===== src/rtl/insn_dec_pkg.sv =====
package insn_dec_pkg;

  localparam int WORD_W  = 32;
  localparam int KEY_W   = 12;
  localparam int FLAG_W  = 4;
  localparam int OP_W    = 4;
  localparam int NUM_CLS = 12;

  localparam int C_DP    = 0;
  localparam int C_MUL   = 1;
  localparam int C_MULL  = 2;
  localparam int C_SWP   = 3;
  localparam int C_HALF  = 4;
  localparam int C_PSR   = 5;
  localparam int C_BX    = 6;
  localparam int C_SDT   = 7;
  localparam int C_BLK   = 8;
  localparam int C_BR    = 9;
  localparam int C_SWI   = 10;
  localparam int C_UND   = 11;

  // result word carried through the output stage
  localparam int PAY_W = NUM_CLS + 5 + OP_W;

  function automatic logic [KEY_W-1:0] make_key(input logic [WORD_W-1:0] w);
    return {w[27:20], w[7:4]};
  endfunction

  // flags are {N,Z,C,V}
  function automatic logic cond_holds(input logic [3:0] cc, input logic [FLAG_W-1:0] f);
    logic n, z, c, v, base;
    n = f[3]; z = f[2]; c = f[1]; v = f[0];
    case (cc[3:1])
      3'd0: base = z;
      3'd1: base = c;
      3'd2: base = n;
      3'd3: base = v;
      3'd4: base = c & ~z;
      3'd5: base = (n == v);
      3'd6: base = ~z & (n == v);
      default: base = 1'b1;
    endcase
    // odd codes invert the even partner; 0xF is the inverse of always
    return base ^ cc[0];
  endfunction

endpackage


===== src/rtl/key_class_sel.sv =====
module key_class_sel
  import insn_dec_pkg::*;
(
  input  logic [KEY_W-1:0]   key,
  output logic [NUM_CLS-1:0] cls
);
  logic [1:0] quad;
  assign quad = key[11:10];

  always_comb begin
    cls = '0;
    case (quad)
      2'b00: begin
        if (key == 12'h121)                    cls[C_BX]   = 1'b1;
        else if ((key & 12'hFCF) == 12'h009)   cls[C_MUL]  = 1'b1;
        else if ((key & 12'hFBF) == 12'h109)   cls[C_SWP]  = 1'b1;
        else if ((key & 12'hF8F) == 12'h089)   cls[C_MULL] = 1'b1;
        else if (((key & 12'hE49) == 12'h009) ||
                 ((key & 12'hE49) == 12'h049)) cls[C_HALF] = 1'b1;
        else if ((key & 12'hD90) == 12'h100)   cls[C_PSR]  = 1'b1;
        else                                   cls[C_DP]   = 1'b1;
      end
      2'b01: begin
        if (key[9] && key[0]) cls[C_UND] = 1'b1;
        else                  cls[C_SDT] = 1'b1;
      end
      2'b10: begin
        if (key[9]) cls[C_BR]  = 1'b1;
        else        cls[C_BLK] = 1'b1;
      end
      default: begin
        if (key[9] && key[8]) cls[C_SWI] = 1'b1;
        else                  cls[C_UND] = 1'b1;
      end
    endcase
  end
endmodule


===== src/rtl/field_extract.sv =====
module field_extract
  import insn_dec_pkg::*;
(
  input  logic [5:0]         key_mid,   // key[9:4]
  input  logic [NUM_CLS-1:0] cls,
  output logic               imm,
  output logic               sbit,
  output logic               link,
  output logic [OP_W-1:0]    dp_op
);
  logic has_ops;
  assign has_ops = cls[C_DP] | cls[C_SDT];
  assign imm     = has_ops & key_mid[5];
  assign sbit    = has_ops & key_mid[0];
  assign link    = cls[C_BR] & key_mid[4];
  assign dp_op   = cls[C_DP] ? key_mid[4:1] : '0;
endmodule


===== src/rtl/dec_out_reg.sv =====
module dec_out_reg #(
  parameter int W = 8
) (
  input  logic         clk,
  input  logic         rst_n,
  input  logic         in_valid,
  output logic         in_ready,
  input  logic [W-1:0] in_data,
  output logic         out_valid,
  input  logic         out_ready,
  output logic [W-1:0] out_data
);
  logic vld_q;
  logic [W-1:0] dat_q;

  assign in_ready  = ~vld_q | out_ready;
  assign out_valid = vld_q;
  assign out_data  = dat_q;

  always_ff @(posedge clk or negedge rst_n) begin
    if (!rst_n) begin
      vld_q <= 1'b0;
      dat_q <= '0;
    end else if (in_valid && in_ready) begin
      vld_q <= 1'b1;
      dat_q <= in_data;
    end else if (out_ready) begin
      vld_q <= 1'b0;
    end
  end
endmodule


===== src/rtl/insn_class_decoder.sv =====
module insn_class_decoder
  import insn_dec_pkg::*;
(
  input  logic               clk,
  input  logic               rst_n,
  input  logic               in_valid,
  output logic               in_ready,
  input  logic [WORD_W-1:0]  in_word,
  input  logic [FLAG_W-1:0]  in_flags,
  output logic               out_valid,
  input  logic               out_ready,
  output logic [NUM_CLS-1:0] out_class,
  output logic               out_undef,
  output logic               out_exec,
  output logic               out_imm,
  output logic               out_sbit,
  output logic               out_link,
  output logic [OP_W-1:0]    out_dp_op
);
  logic [KEY_W-1:0]   key_w;
  logic [NUM_CLS-1:0] cls_w;
  logic               cond_ok_w;
  logic               undef_w;
  logic               exec_w;
  logic               imm_w, sbit_w, link_w;
  logic [OP_W-1:0]    op_w;
  logic [PAY_W-1:0]   pay_d, pay_q;
  logic               unused_bits;

  assign key_w       = make_key(in_word);
  assign unused_bits = ^{key_w[11:10], key_w[3:0]};

  key_class_sel u_cls (
    .key (key_w),
    .cls (cls_w)
  );

  assign cond_ok_w = cond_holds(in_word[31:28], in_flags);
  assign undef_w   = cls_w[C_UND];
  assign exec_w    = cond_ok_w & ~undef_w;

  field_extract u_fld (
    .key_mid (key_w[9:4]),
    .cls     (cls_w),
    .imm     (imm_w),
    .sbit    (sbit_w),
    .link    (link_w),
    .dp_op   (op_w)
  );

  assign pay_d = {cls_w, undef_w, exec_w, imm_w, sbit_w, link_w, op_w};

  dec_out_reg #(.W(PAY_W)) u_reg (
    .clk       (clk),
    .rst_n     (rst_n),
    .in_valid  (in_valid),
    .in_ready  (in_ready),
    .in_data   (pay_d),
    .out_valid (out_valid),
    .out_ready (out_ready),
    .out_data  (pay_q)
  );

  assign {out_class, out_undef, out_exec, out_imm, out_sbit, out_link, out_dp_op} = pay_q;
endmodule


===== config.mk =====
export PLATFORM = sky130hd
export DESIGN_NAME = insn_class_decoder
export DESIGN_NICKNAME = d
export VERILOG_FILES = /design/src/rtl/insn_dec_pkg.sv /design/src/rtl/key_class_sel.sv /design/src/rtl/field_extract.sv /design/src/rtl/dec_out_reg.sv /design/src/rtl/insn_class_decoder.sv
export SDC_FILE = /design/constraint.sdc
export NUM_CORES = 1
export LEC_CHECK = 0
export ABC_AREA = 1
export BUFFER_PORTS_ARGS = -buffer_cell sky130_fd_sc_hd__buf_4
export CAP_MARGIN = 10
export CELL_PAD_IN_SITES_DETAIL_PLACEMENT = 1
export CELL_PAD_IN_SITES_GLOBAL_PLACEMENT = 1
export CORE_ASPECT_RATIO = 0.9
export CORE_MARGIN = 2
export CORE_UTILIZATION = 29
export DETAILED_ROUTE_END_ITERATION = 6
export PLACE_DENSITY = 0.87
export SYNTH_ARGS = -nofsm -noshare
export SYNTH_HDL_FRONTEND = slang
export SYNTH_SLANG_ARGS = --single-unit

===== constraint.sdc =====
create_clock -name clk -period 1.3 [get_ports clk]
set_input_delay 0.26 -clock clk [delete_from_list [all_inputs] [get_ports clk]]
set_output_delay 0.26 -clock clk [all_outputs]
set_load 0.005 [all_outputs]

# Yosys cells after proc, flatten, opt, wreduce, memory -nomap -nowiden
# Index checks and enable logic that the tools add are counted.
dict set report word_totals {
  ff_bits 22
  input_bits 40
  output_inout_bits 23
  wordCells 71
}
dict set report classes {
  n_eq_ne 16
  n_mux 32
  bitwise_logic 12
  reduce_logical 9
}
# operator n
set ops {}
lappend ops {{1-bit 2-to-1 mux} 23}
lappend ops {{12-bit by 9-bit == test with 1-bit output, second input constant} 1}
lappend ops {{11-bit by 8-bit == test with 1-bit output, second input constant} 1}
lappend ops {{10-bit by 4-bit == test with 1-bit output, second input constant} 1}
lappend ops {{3-bit == test, second input constant} 3}
lappend ops {{9-bit by 5-bit == test with 1-bit output, second input constant} 1}
lappend ops {{4-bit 2-to-1 mux} 2}
lappend ops {{7-bit 2-to-1 mux} 1}
lappend ops {{1-bit case mux with 7 select lines} 1}
lappend ops {{1-bit AND} 6}
lappend ops {{3-bit by 2-bit == test with 1-bit output, second input constant} 2}
lappend ops {{6-bit by 2-bit == test with 1-bit output, second input constant} 1}
lappend ops {{6-bit by 3-bit == test with 1-bit output, second input constant} 1}
lappend ops {{2-bit 2-to-1 mux} 3}
lappend ops {{6-bit 2-to-1 mux} 1}
lappend ops {{5-bit by 3-bit == test with 1-bit output, second input constant} 1}
lappend ops {{3-bit by 1-bit == test with 1-bit output, second input constant} 1}
lappend ops {{1-bit logical AND} 3}
lappend ops {{3-bit logical NOT} 1}
lappend ops {{1-bit inverter} 3}
lappend ops {{3-bit OR reduction} 1}
lappend ops {{2-bit by 1-bit == test with 1-bit output, second input constant} 1}
lappend ops {{2-bit == test, second input constant} 1}
lappend ops {{2-bit logical NOT} 1}
lappend ops {{7 further kinds} 8}

# Longest topological paths before layout
# Gate-level depths: netlist of run 1.
dict set report logic_depth {
  ltp_word 10
  mapped_depth 10
  depth_no_buf 10
}

# Hierarchy
# From an unflattened synthesis of run 1, not the netlist that was laid out.
dict set report hier_totals {
  hier_cells 194
  area_unflattened_um2 1355.0
}
# mod instances cells_per_inst area_each_um2 seq_area_each_um2
set modules_own_cells {}
lappend modules_own_cells {dec_out_reg 1 95 880.8 550.5}
lappend modules_own_cells {key_class_sel 1 54 287.8 0.0}
lappend modules_own_cells {insn_class_decoder 1 30 130.1 0.0}
lappend modules_own_cells {field_extract 1 15 56.3 0.0}

# Least setup slack after synthesis of run 1
# No wires, ideal clock.
dict set report synth_path {
  path_type {register -> register}
  start {register u_reg.vld_q (netlist: u_reg.out_valid)}
  end {register u_reg.dat_q[0] (netlist: u_reg.out_data[0])}
  setup_time_ps 118
  arrival_time_ps 994
  required_time_ps 1182
  slack_ps 188
  path_stages_with_launch 7
  path_buffers 2
  period_less_slack_ps 1112
  cell_sequence {dfrtp_1 -> nand2_1 -> nand2_1 -> buf_2 -> buf_2 -> nand2_1 -> o21ai_2}
}
dict set report synth_between {
  elab_chain_cells 3
}
# element line
set synth_rtl {}
lappend synth_rtl {{start, declared} dec_out_reg.sv:13} ;# logic vld_q;
lappend synth_rtl {{start signal, assigned} dec_out_reg.sv:22} ;# vld_q <= 1'b0;
lappend synth_rtl {{start signal, assigned} dec_out_reg.sv:25} ;# vld_q <= 1'b1;
lappend synth_rtl {{start signal, assigned} dec_out_reg.sv:28} ;# vld_q <= 1'b0;
lappend synth_rtl {{1-bit inverter} dec_out_reg.sv:16} ;# assign in_ready = ~vld_q | out_ready;
lappend synth_rtl {{1-bit OR} dec_out_reg.sv:16}
lappend synth_rtl {{named net in_ready} insn_class_decoder.sv:7} ;# output logic in_ready,
lappend synth_rtl {{1-bit logical AND} dec_out_reg.sv:24} ;# end else if (in_valid && in_ready) begin
lappend synth_rtl {{end signal, assigned} dec_out_reg.sv:26} ;# dat_q <= in_data;
lappend synth_rtl {{end, declared} dec_out_reg.sv:14} ;# logic [W-1:0] dat_q;
# The timed path passes the listed nets, and every way through them passes these cells.
# A chain may end at the register's enable or synchronous reset.

# Worst setup path after layout of run 1
dict set report layout_path {
  start {register u_reg.vld_q (netlist: u_reg.out_valid)}
  end {register u_reg.dat_q[10] (netlist: u_reg.out_data[10])}
}
dict set report layout_between {
  elab_chain_cells 3
}
# element line
set layout_rtl {}
lappend layout_rtl {{1-bit inverter} dec_out_reg.sv:16}
lappend layout_rtl {{1-bit OR} dec_out_reg.sv:16}
lappend layout_rtl {{1-bit logical AND} dec_out_reg.sv:24}
# Every way passes these cells.

==> results of run 1 <==
==> layout by cell type, fill, tap and decap left out, types with 2 or more instances in the layout <==
cell      netlist  final
nand3_1        13     13
dfrtp_1        21     21
nor3_1          6      6
o21ai_1         2      3
buf_4           2     49
o21ai_0         7      6
nor2_1         12     12
o21ai_2         4      4
inv_1          18     17
nand2_1        41     41
nand4_1         4      4
nor3_2          2      2
clkbuf_8        0      3
inv_2           2      3
==> cells by family (layout without fill, tap and decap cells) <==
kind of cell,count (synthesis),after routing
buffers and inverters,25,74
and+or+nand+nor,82,82
AOI/OAI and AO/OA,17,17
DFF,21,21
==> cell usage after synthesis (all sizes together) <==
| cell type | instances | area [sq um] |
|---|---|---|
| nor2 | 13 | 56.3 |
| nand4 | 5 | 37.5 |
| o21ai | 13 | 80.1 |
| nand2 | 42 | 160 |
| nand3 | 13 | 65.1 |
| clkbuf | 1 | 3.75 |
| buf | 4 | 25.0 |
| o41ai | 1 | 8.76 |
| nor3 | 8 | 50.1 |
| and3 | 1 | 6.26 |
| a21oi | 2 | 10.0 |
| a31oi | 1 | 6.26 |
| dfrtp | 21 | 526 |
| inv | 20 | 75.1 |
==> where the power goes <==
group          switching (mW)  leakage, nW  internal [mW]
registers              0.0265        0.281          0.697
clock network           0.241       0.0255          0.215
logic                   0.173        0.547          0.165
==> sequential cells by signal, indices dropped and copies added (netlist names) <==
name             flops
u_reg.out_valid      1
u_reg.out_data      20
==> layer usage <==
| metal | wire length, microns | track usage [%] |
|---|---|---|
| met2 | 1540 | 26.4 |
| met4 | 99 | 9.80 |
| met3 | 144 | 3.55 |
| met5 | 0 | 0 |
| met1 | 1410 | 19.7 |
==> worst paths after layout <==
path / slack [ns] / cells past startpoint / endpoint / from
max in group asynchronous: 0.65 / 2 / u_reg.out_data[14] / rst_n
setup reg to reg: 0.13 / 4 / u_reg.out_data[10] / u_reg.out_valid
setup / recovery: 0.13 / 4 / u_reg.out_data[10] / u_reg.out_valid
hold reg to reg: 0.48 / 2 / u_reg.out_data[6] / u_reg.out_data[6]
hold / removal: 0.22 / 2 / u_reg.out_data[17] / in_word[26]
min in group asynchronous: 0.42 / 2 / u_reg.out_data[12] / rst_n
==> cell type report <==
type	count	area, sq um
multi-input cells	99	492
flip-flops and latches	21	526
inverters	20	75.1
well taps	46	57.6
repair buffers	50	378
clock buffers	3	41.3
fillers	469	2130
clock inverters	1	5.00
==> stage by stage <==
| stage | cells | cell area [sq um] | setup slack [ns] | TNS [ns] |
|---|---|---|---|---|
| 3_3_place_gp | 235 | 1510 | 0.120 | 0 |
| 6_report | 240 | 1570 | 0.131 | 0 |
| 5_1_grt | 240 | 1570 | -0.0157 | -0.0157 |
| 2_1_floorplan | 145 | 1110 | 0.188 | 0 |
| 4_1_cts | 240 | 1560 | 0.119 | 0 |
| 3_5_place_dp | 235 | 1510 | 0.0886 | 0 |
==> timing repair <==
item                       CTS  global route
gates resized for setup      0             4
setup endpoints to repair    0             4
hold buffers                 1             0
hold endpoints to repair    21             0
==> impl_metrics.toml, run 1 <==
[clock_network]
cts_sinks = 21
cts_made_buffers = 3
cts_setup_buffers = 0
clockRootBuffer = "clkbuf_8"
h-tree-depth = 1
cts_tree = "yes"
clk_path_buf_depth = 2
clock_latency_ns = 0.27
clk_pin_slew_ns = 0.08

[critical_path]
crit_type = "reg -> reg"
cp-start-kind = "register"
end_kind = "register"
crit_path_max_fanout = 21
cp_top_family = "flip-flops"
crit_arrival_ns = 1.34
cp_cell_sequence = "nand2_1, nand2_1, buf_4, o21ai_0"
path_buf_inv = 1
crit_top_cell = "nand2_1"
slowest_stage = "dfrtp_1"
critPathRequiredTime_ns = 1.48
critical-path-max-stage-delay_ns = 0.38

[route]
drtPass1Iterations = 4
drt_wl_total_microns = 3190
wl_per_cell_microns = 13.3
drt_iter0_drc = 39
drc = 0
antenna_left = 0
vias = 1131
via_per_inst = 4.71

[yosys]
synth_nets = 185
yosys.area_share.adder_pct = 0
synth_top_family_by_area = "simple AND/OR/NAND/NOR gates"
synth_area_sq_um = 1110
ys_ff_latch = 21
synth.area.mux_share_pct = 0
synth_compound_area_share_pct = 9.47
postSynthCellCount = 145
synth-xor-area-share_pct = 0
ys_warn_count = 0
yosysUniqueCellTypes = 22
ys_seq_area_share_pct = 47.4
synth_simple_gate_area_share_pct = 33.8
synth_area_per_cell_sq_um = 7.65

[sta]
max_clock_freq_ghz = 0.856
skew_ns = 0.00535
slew_violations = 0
finalCritPeriodShare_pct = 89.9
min_period_ns = 1.17
finalSetupViolCount = 0
finalHoldWorstSlack_ns = 0.215
slew_headroom_pct = 80.9
rsz0062_at_grt = "true"
tightest_slew_ns = 0.286
hold_viol = 0

[global_routing]
grt_pass1_wl_microns = 5560
grt_overflow = 0
antenna_found_initial = 0
grt_pass1_vias = 1165
grt_max_degree = 22
track_usage_pct = 16.3

[layout]
syn2layout_area_growth_pct = 41.8
drive_gt1_share_pct = 34.5
diodes = 0
fin_nets = 235
utilization_pct = 42.5

[min_path]
hp-class = "in -> reg"

[floorplan]
die_h_microns = 62.7
core-area_sq_um = 3700
die_area_sq_um = 4340
initial_core_util_pct = 30.0
io_pins = 63
rows = 21
die_x_microns = 69.2

[placement]
port_buffers = 46
gp_congestion = 0.844
dp_hpwl_microns = 2490

[power]
leakagePower_nw = 0.854
power_mw = 1.52
vdd_ir_drop_max_mv = 0.597
powerDensity_nw_per_um2 = 964

[flow_run]
maxCapViolCount = 0

[outcome]
outcome = "finished clean"
Note: power is estimated with default switching activity, not from simulation.
==> run 2: changes to the inputs <==
- ABC_AREA: 1 -> unset
- CORE_UTILIZATION: 29 -> 35
- PLACE_DENSITY: 0.87 -> 0.88
- SYNTH_HIERARCHICAL: unset -> 1
==> run 2 against run 1 <==
The run now ends with negative setup slack left. Flip-flop and latch count rose by 1. Maximum frequency fell by 19%. Clock-buffer cell count is 1 higher. Register-to-register slack better by 0.02 ns. Sequential share of layout area shrank 4.6 points. Synthesized cell count decreased by 32%. First-iteration DRC count down 90%. Largest cell class is now multi-input gates.
==> impl_metrics.toml, run 2 <==
[clock_network]
clock_latency_ns = 0.26
h-tree-depth = 1
clk_pin_slew_ns = 0.08
cts_made_buffers = 3
clk_path_buf_depth = 2
cts_tree = "yes"
clockRootBuffer = "clkbuf_8"
cts_sinks = 22

[critical_path]
end_kind = "register"
crit_arrival_ns = 1.59
crit_path_max_fanout = 3
crit_type = "in -> reg"
critPathRequiredTime_ns = 1.45
cp-start-kind = "primary input"

[layout]
utilization_pct = 52.4
final_cell_area_sq_um = 1910
syn2layout_area_growth_pct = 46.5
drive_gt1_share_pct = 62.1
final_cells = 207
largest_register_ffs = 21
diodes = 0
fin_nets = 202
most-common-layout-cells = "54 x buf_4, 22 x dfrtp_1, 20 x mux2_4"
final_common_cell = "buf_4"
n_fill_cell = 393

[sta]
tightest_slew_ns = 0.290
finalHoldWorstSlack_ns = 0.207
finalCritPeriodShare_pct = 111
fin_setup_tns_ns = -0.143
max_clock_freq_ghz = 0.693
slew_headroom_pct = 80.7
hold_viol = 0
fin_ws_ns = -0.143
rsz0062_at_grt = "true"
finalSetupViolCount = 1
slew_violations = 0
min_period_ns = 1.44
skew_ns = 0.00262

[global_routing]
grt_overflow = 0
antenna_found_initial = 0
grt_pass1_vias = 1129
track_usage_pct = 17.3
grt_max_degree = 23
grt_pass1_wl_microns = 5350

[yosys]
ys_warn_count = 6
synth_top_cells_by_count = "22 x dfrtp_1, 20 x mux2_4, 6 x nor2_1, 6 x nor3b_1, 5 x and2_1"
synth.most_common_cell = "dfrtp_1"
ys_seq_area_share_pct = 42.1
synth_area_sq_um = 1310
ys_ff_latch = 22
postSynthCellCount = 99
synth_nets = 139
synth_top_area_share_pct = 42.1
synth_area_per_cell_sq_um = 13.2
synth_flop_cell = "dfrtp_1"
synthArstFlopShare_pct = 100
synth_edf_count = 0
yosys.area.top_type = "dfrtp_1"
yosysUniqueCellTypes = 33
synth_area_leaders = "dfrtp_1 42%, mux2_4 23%, nor3b_1 3.4%"

[route]
drt_wl_total_microns = 3450
drtPass1Iterations = 2
vias = 1055
antenna_left = 0
wl_per_cell_microns = 16.6
drt_iter0_drc = 4
via_per_inst = 5.10
drc = 0

[placement]
dpl_cell_area_sq_um = 1790
placed_cells = 201
gp_congestion = 0.775
dp_hpwl_microns = 2700
port_buffers = 46

[floorplan]
io_pins = 63
core-area_sq_um = 3650
rows = 21
die_x_microns = 68.4
die_h_microns = 62.0
initial_core_util_pct = 35.8
die_area_sq_um = 4240

[min_path]
hp-class = "in -> reg"

[power]
leakagePower_nw = 0.982
vdd_ir_drop_max_mv = 0.490
powerDensity_nw_per_um2 = 892

[outcome]
outcome = "finished with violations"
violations = "negative setup slack"

[flow_run]
maxCapViolCount = 0
run 2: cell types whose count changed after synthesis, sizes merged, moves of 3 or more:
cell	before	now
nand4	5	0
nand2	42	4
nor2	13	6
mux2	0	22
o21a	0	3
o21ai	13	1
nor3	8	0
nor3b	0	7
inv	20	0
nand3	13	1
nor2b	0	3
and2	0	5
run 2: stage by stage:
stage               power [mW]  setup slack [ns]
floorplan                0.968            -0.205
global placement          1.18            -0.353
detailed placement        1.21            -0.433
CTS                       1.71            -0.149
global route              1.80            -0.184
finish                    1.71            -0.143
run 2: routing by layer:
layer / vias to the layer above / track usage [%] / routed length [microns]
met5: - / 0 / 0
met4: 0 / 7.14 / 76
met3: 9 / 3.42 / 207
met2: 43 / 30.1 / 1740
met1: 523 / 21.1 / 1420
li1: 480 / - / -
run 2: where the power goes:
group / total [mW] / switching, mW / internal [mW] / leakage [nW]
combinational: 0.445 / 0.170 / 0.276 / 0.659
sequential: 0.766 / 0.0328 / 0.733 / 0.294
clock: 0.495 / 0.225 / 0.270 / 0.0288
run 2: cell type report:
class                      count  area (sq um)  share of cell area, %
tap                           46          57.6                   3.01
multi-input combinational     75           757                   39.6
timing repair buffer          60           493                   25.8
sequential                    22           551                   28.8
clock buffer                   4          55.1                   2.88
run 2: worst paths after layout:
| path | slack [ns] | startpoint | endpoint | cells after the start |
|---|---|---|---|---|
| max in group asynchronous | 0.65 | rst_n | u_reg/out_data[0] | 2 |
| max | -0.14 | in_word[30] | u_reg/out_data[7] | 6 |
| min reg2reg | 0.52 | u_reg/out_data[6] | u_reg/out_data[6] | 1 |
| min in group asynchronous | 0.42 | rst_n | u_reg/out_data[14] | 2 |
| min | 0.21 | in_valid | u_reg/out_valid | 2 |
| max reg2reg | 0.15 | u_reg/out_valid | u_reg/out_data[8] | 4 |
run 2: timing repair:
| action | CTS | global route |
|---|---|---|
| pin swaps | 0 | 2 |
| resized for setup | 0 | 11 |
| hold endpoints to repair | 22 | 0 |
| endpoints found under the setup margin | 1 | 3 |
| hold buffers | 1 | 0 |
| buffers inserted | 0 | 1 |
run 2: logic make-up (layout without fill, tap and decap cells):
kind of cell | count (synthesis) | in the layout | share of synthesized area (%)
buf+inv | 2 | 64 | 3.07
xor+xnor | 1 | 1 | 0.671
mux | 23 | 23 | 25.5
compound gates | 11 | 11 | 6.13
simple gates | 40 | 40 | 22.5
flops | 22 | 22 | 42.1
run 2: critical path: stages:
cell,delay (ns)
buf_8,0.09
mux2i_4,0.21
nor3b_2,0.07
o41ai_2,0.34
mux2_1,0.36
mux2_4,0.27
==> run 3: changes to the inputs <==
- SETUP_SLACK_MARGIN: unset -> 0.5
==> run 3 against run 2 <==
The run still ends with negative setup slack left. First-iteration DRC count rose to 3.5 times the previous value. Register-to-register slack got worse by 0.06 ns. Final cell count rose by 11%. Largest cell class is now non-clock buffers. Clock skew rose by 0.00061 ns. Critical endpoint unchanged. Core utilization rose by 9.9 points.
==> impl_metrics.toml, run 3 (same netlist as run 2, synthesis figures left out) <==
[outcome]
outcome = "finished with violations"
violations = "negative setup slack"

[sta]
slew_headroom_pct = 77.9
finalCritPeriodShare_pct = 111
tightest_slew_ns = 0.330
rsz0062_at_grt = "true"
slew_violations = 0
skew_ns = 0.00323
finalHoldWorstSlack_ns = 0.249
hold_viol = 0
min_period_ns = 1.45
fin_setup_tns_ns = -0.146
finalSetupViolCount = 1
max_clock_freq_ghz = 0.692
fin_ws_ns = -0.146

[floorplan]
rows = 21
initial_core_util_pct = 35.8
core-area_sq_um = 3650
die_x_microns = 68.4
die_h_microns = 62.0
io_pins = 63
die_area_sq_um = 4240

[power]
intPower_mw = 1.40
p_clk_share_pct = 26.4
vdd_ir_drop_max_mv = 0.435
powerDensity_nw_per_um2 = 815
p_sw_share_pct = 24.8
p_seq_share_pct = 41.7
power_mw = 1.85
leakagePower_nw = 1.15
combPwrFrac_pct = 31.9
p_switching_uw = 459

[route]
via_per_inst = 4.87
drt_wl_total_microns = 3760
vias = 1120
drc = 0
drt_iter0_drc = 14
drtPass1Iterations = 4
wl_per_cell_microns = 16.3
antenna_left = 0

[min_path]
hp-class = "in -> reg"

[placement]
placed_cells = 201
port_buffers = 46
preCtsSetupSlack_ns = -0.452
dpl_cell_area_sq_um = 1800
dp_hpwl_microns = 2610
gp_congestion = 0.811

[critical_path]
crit_path_max_fanout = 2
path_buf_inv = 1
end_kind = "register"
crit_type = "in -> reg"
cp_top_family = "multiplexers"
slowest_stage = "mux2_1"
cp_cell_sequence = "buf_8, mux2i_4, nor3b_2, o41ai_2, mux2_1, mux2_4"
critical-path-max-stage-delay_ns = 0.36
cp-start-kind = "primary input"
critPathRequiredTime_ns = 1.45
crit_arrival_ns = 1.60

[global_routing]
grt_overflow = 0
grt_pass1_vias = 1207
antenna_found_initial = 0
track_usage_pct = 19.1
grt_max_degree = 23
grt_pass1_wl_microns = 5860

[layout]
diodes = 0
final_cells = 230
fin_nets = 225
most-common-layout-cells = "44 x buf_4, 31 x buf_6, 22 x dfrtp_1, 21 x mux2_4"
final_cell_area_sq_um = 2270
largest_register_ffs = 21
drive_gt1_share_pct = 69.6
final_common_cell = "buf_4"
syn2layout_area_growth_pct = 74.1
utilization_pct = 62.3

[clock_network]
h-tree-depth = 1
clock_latency_ns = 0.26
cts_tree = "yes"
clk_pin_slew_ns = 0.08
clk_path_buf_depth = 2
cts_sinks = 22
clockRootBuffer = "clkbuf_8"
cts_made_buffers = 3

[flow_run]
maxCapViolCount = 0
[run 3: final timing paths]
kind | start | slack [ns] | cells after the start | endpoint
max | in_word[30] | -0.15 | 6 | u_reg/out_data[7]
min | in_valid | 0.25 | 2 | u_reg/out_valid
max reg2reg | u_reg/out_valid | 0.09 | 4 | u_reg/out_data[1]
min reg2reg | u_reg/out_data[9] | 0.54 | 1 | u_reg/out_data[9]
max in group asynchronous | rst_n | 0.66 | 2 | u_reg/out_data[1]
min in group asynchronous | rst_n | 0.42 | 2 | u_reg/out_data[14]
[run 3: power groups by stage]
stage	combinational, mW	clock, mW	sequential (mW)
final	0.592	0.490	0.773
after global routing	0.633	0.527	0.780
after CTS	0.562	0.505	0.774
after detailed placement	0.430	0	0.781
after global placement	0.411	0	0.776
after floorplan	0.194	0	0.777
[run 3: timing repair]
action	in CTS	in global routing
cloned	1	0
pin swaps	8	7
gates resized for setup	45	9
setup buffers	16	7
hold buffers	1	0
endpoints found under the hold margin	22	0
endpoints found under the setup margin	45	45
[run 3: final cells by class]
cell class	instances	area, sq um
clock buffer	4	55.1
fill	371	1380
multi-input combinational	75	795
sequential	22	551
tap	46	57.6
timing repair buffer	83	817
[run 3: metal layers]
metal  vias up  track usage, %  wire [microns]
met5         -               0               0
met2        35            35.6            2000
met1       555            23.0            1550
met4         0            4.29              21
met3         4            3.24             183
li1        526               -               -
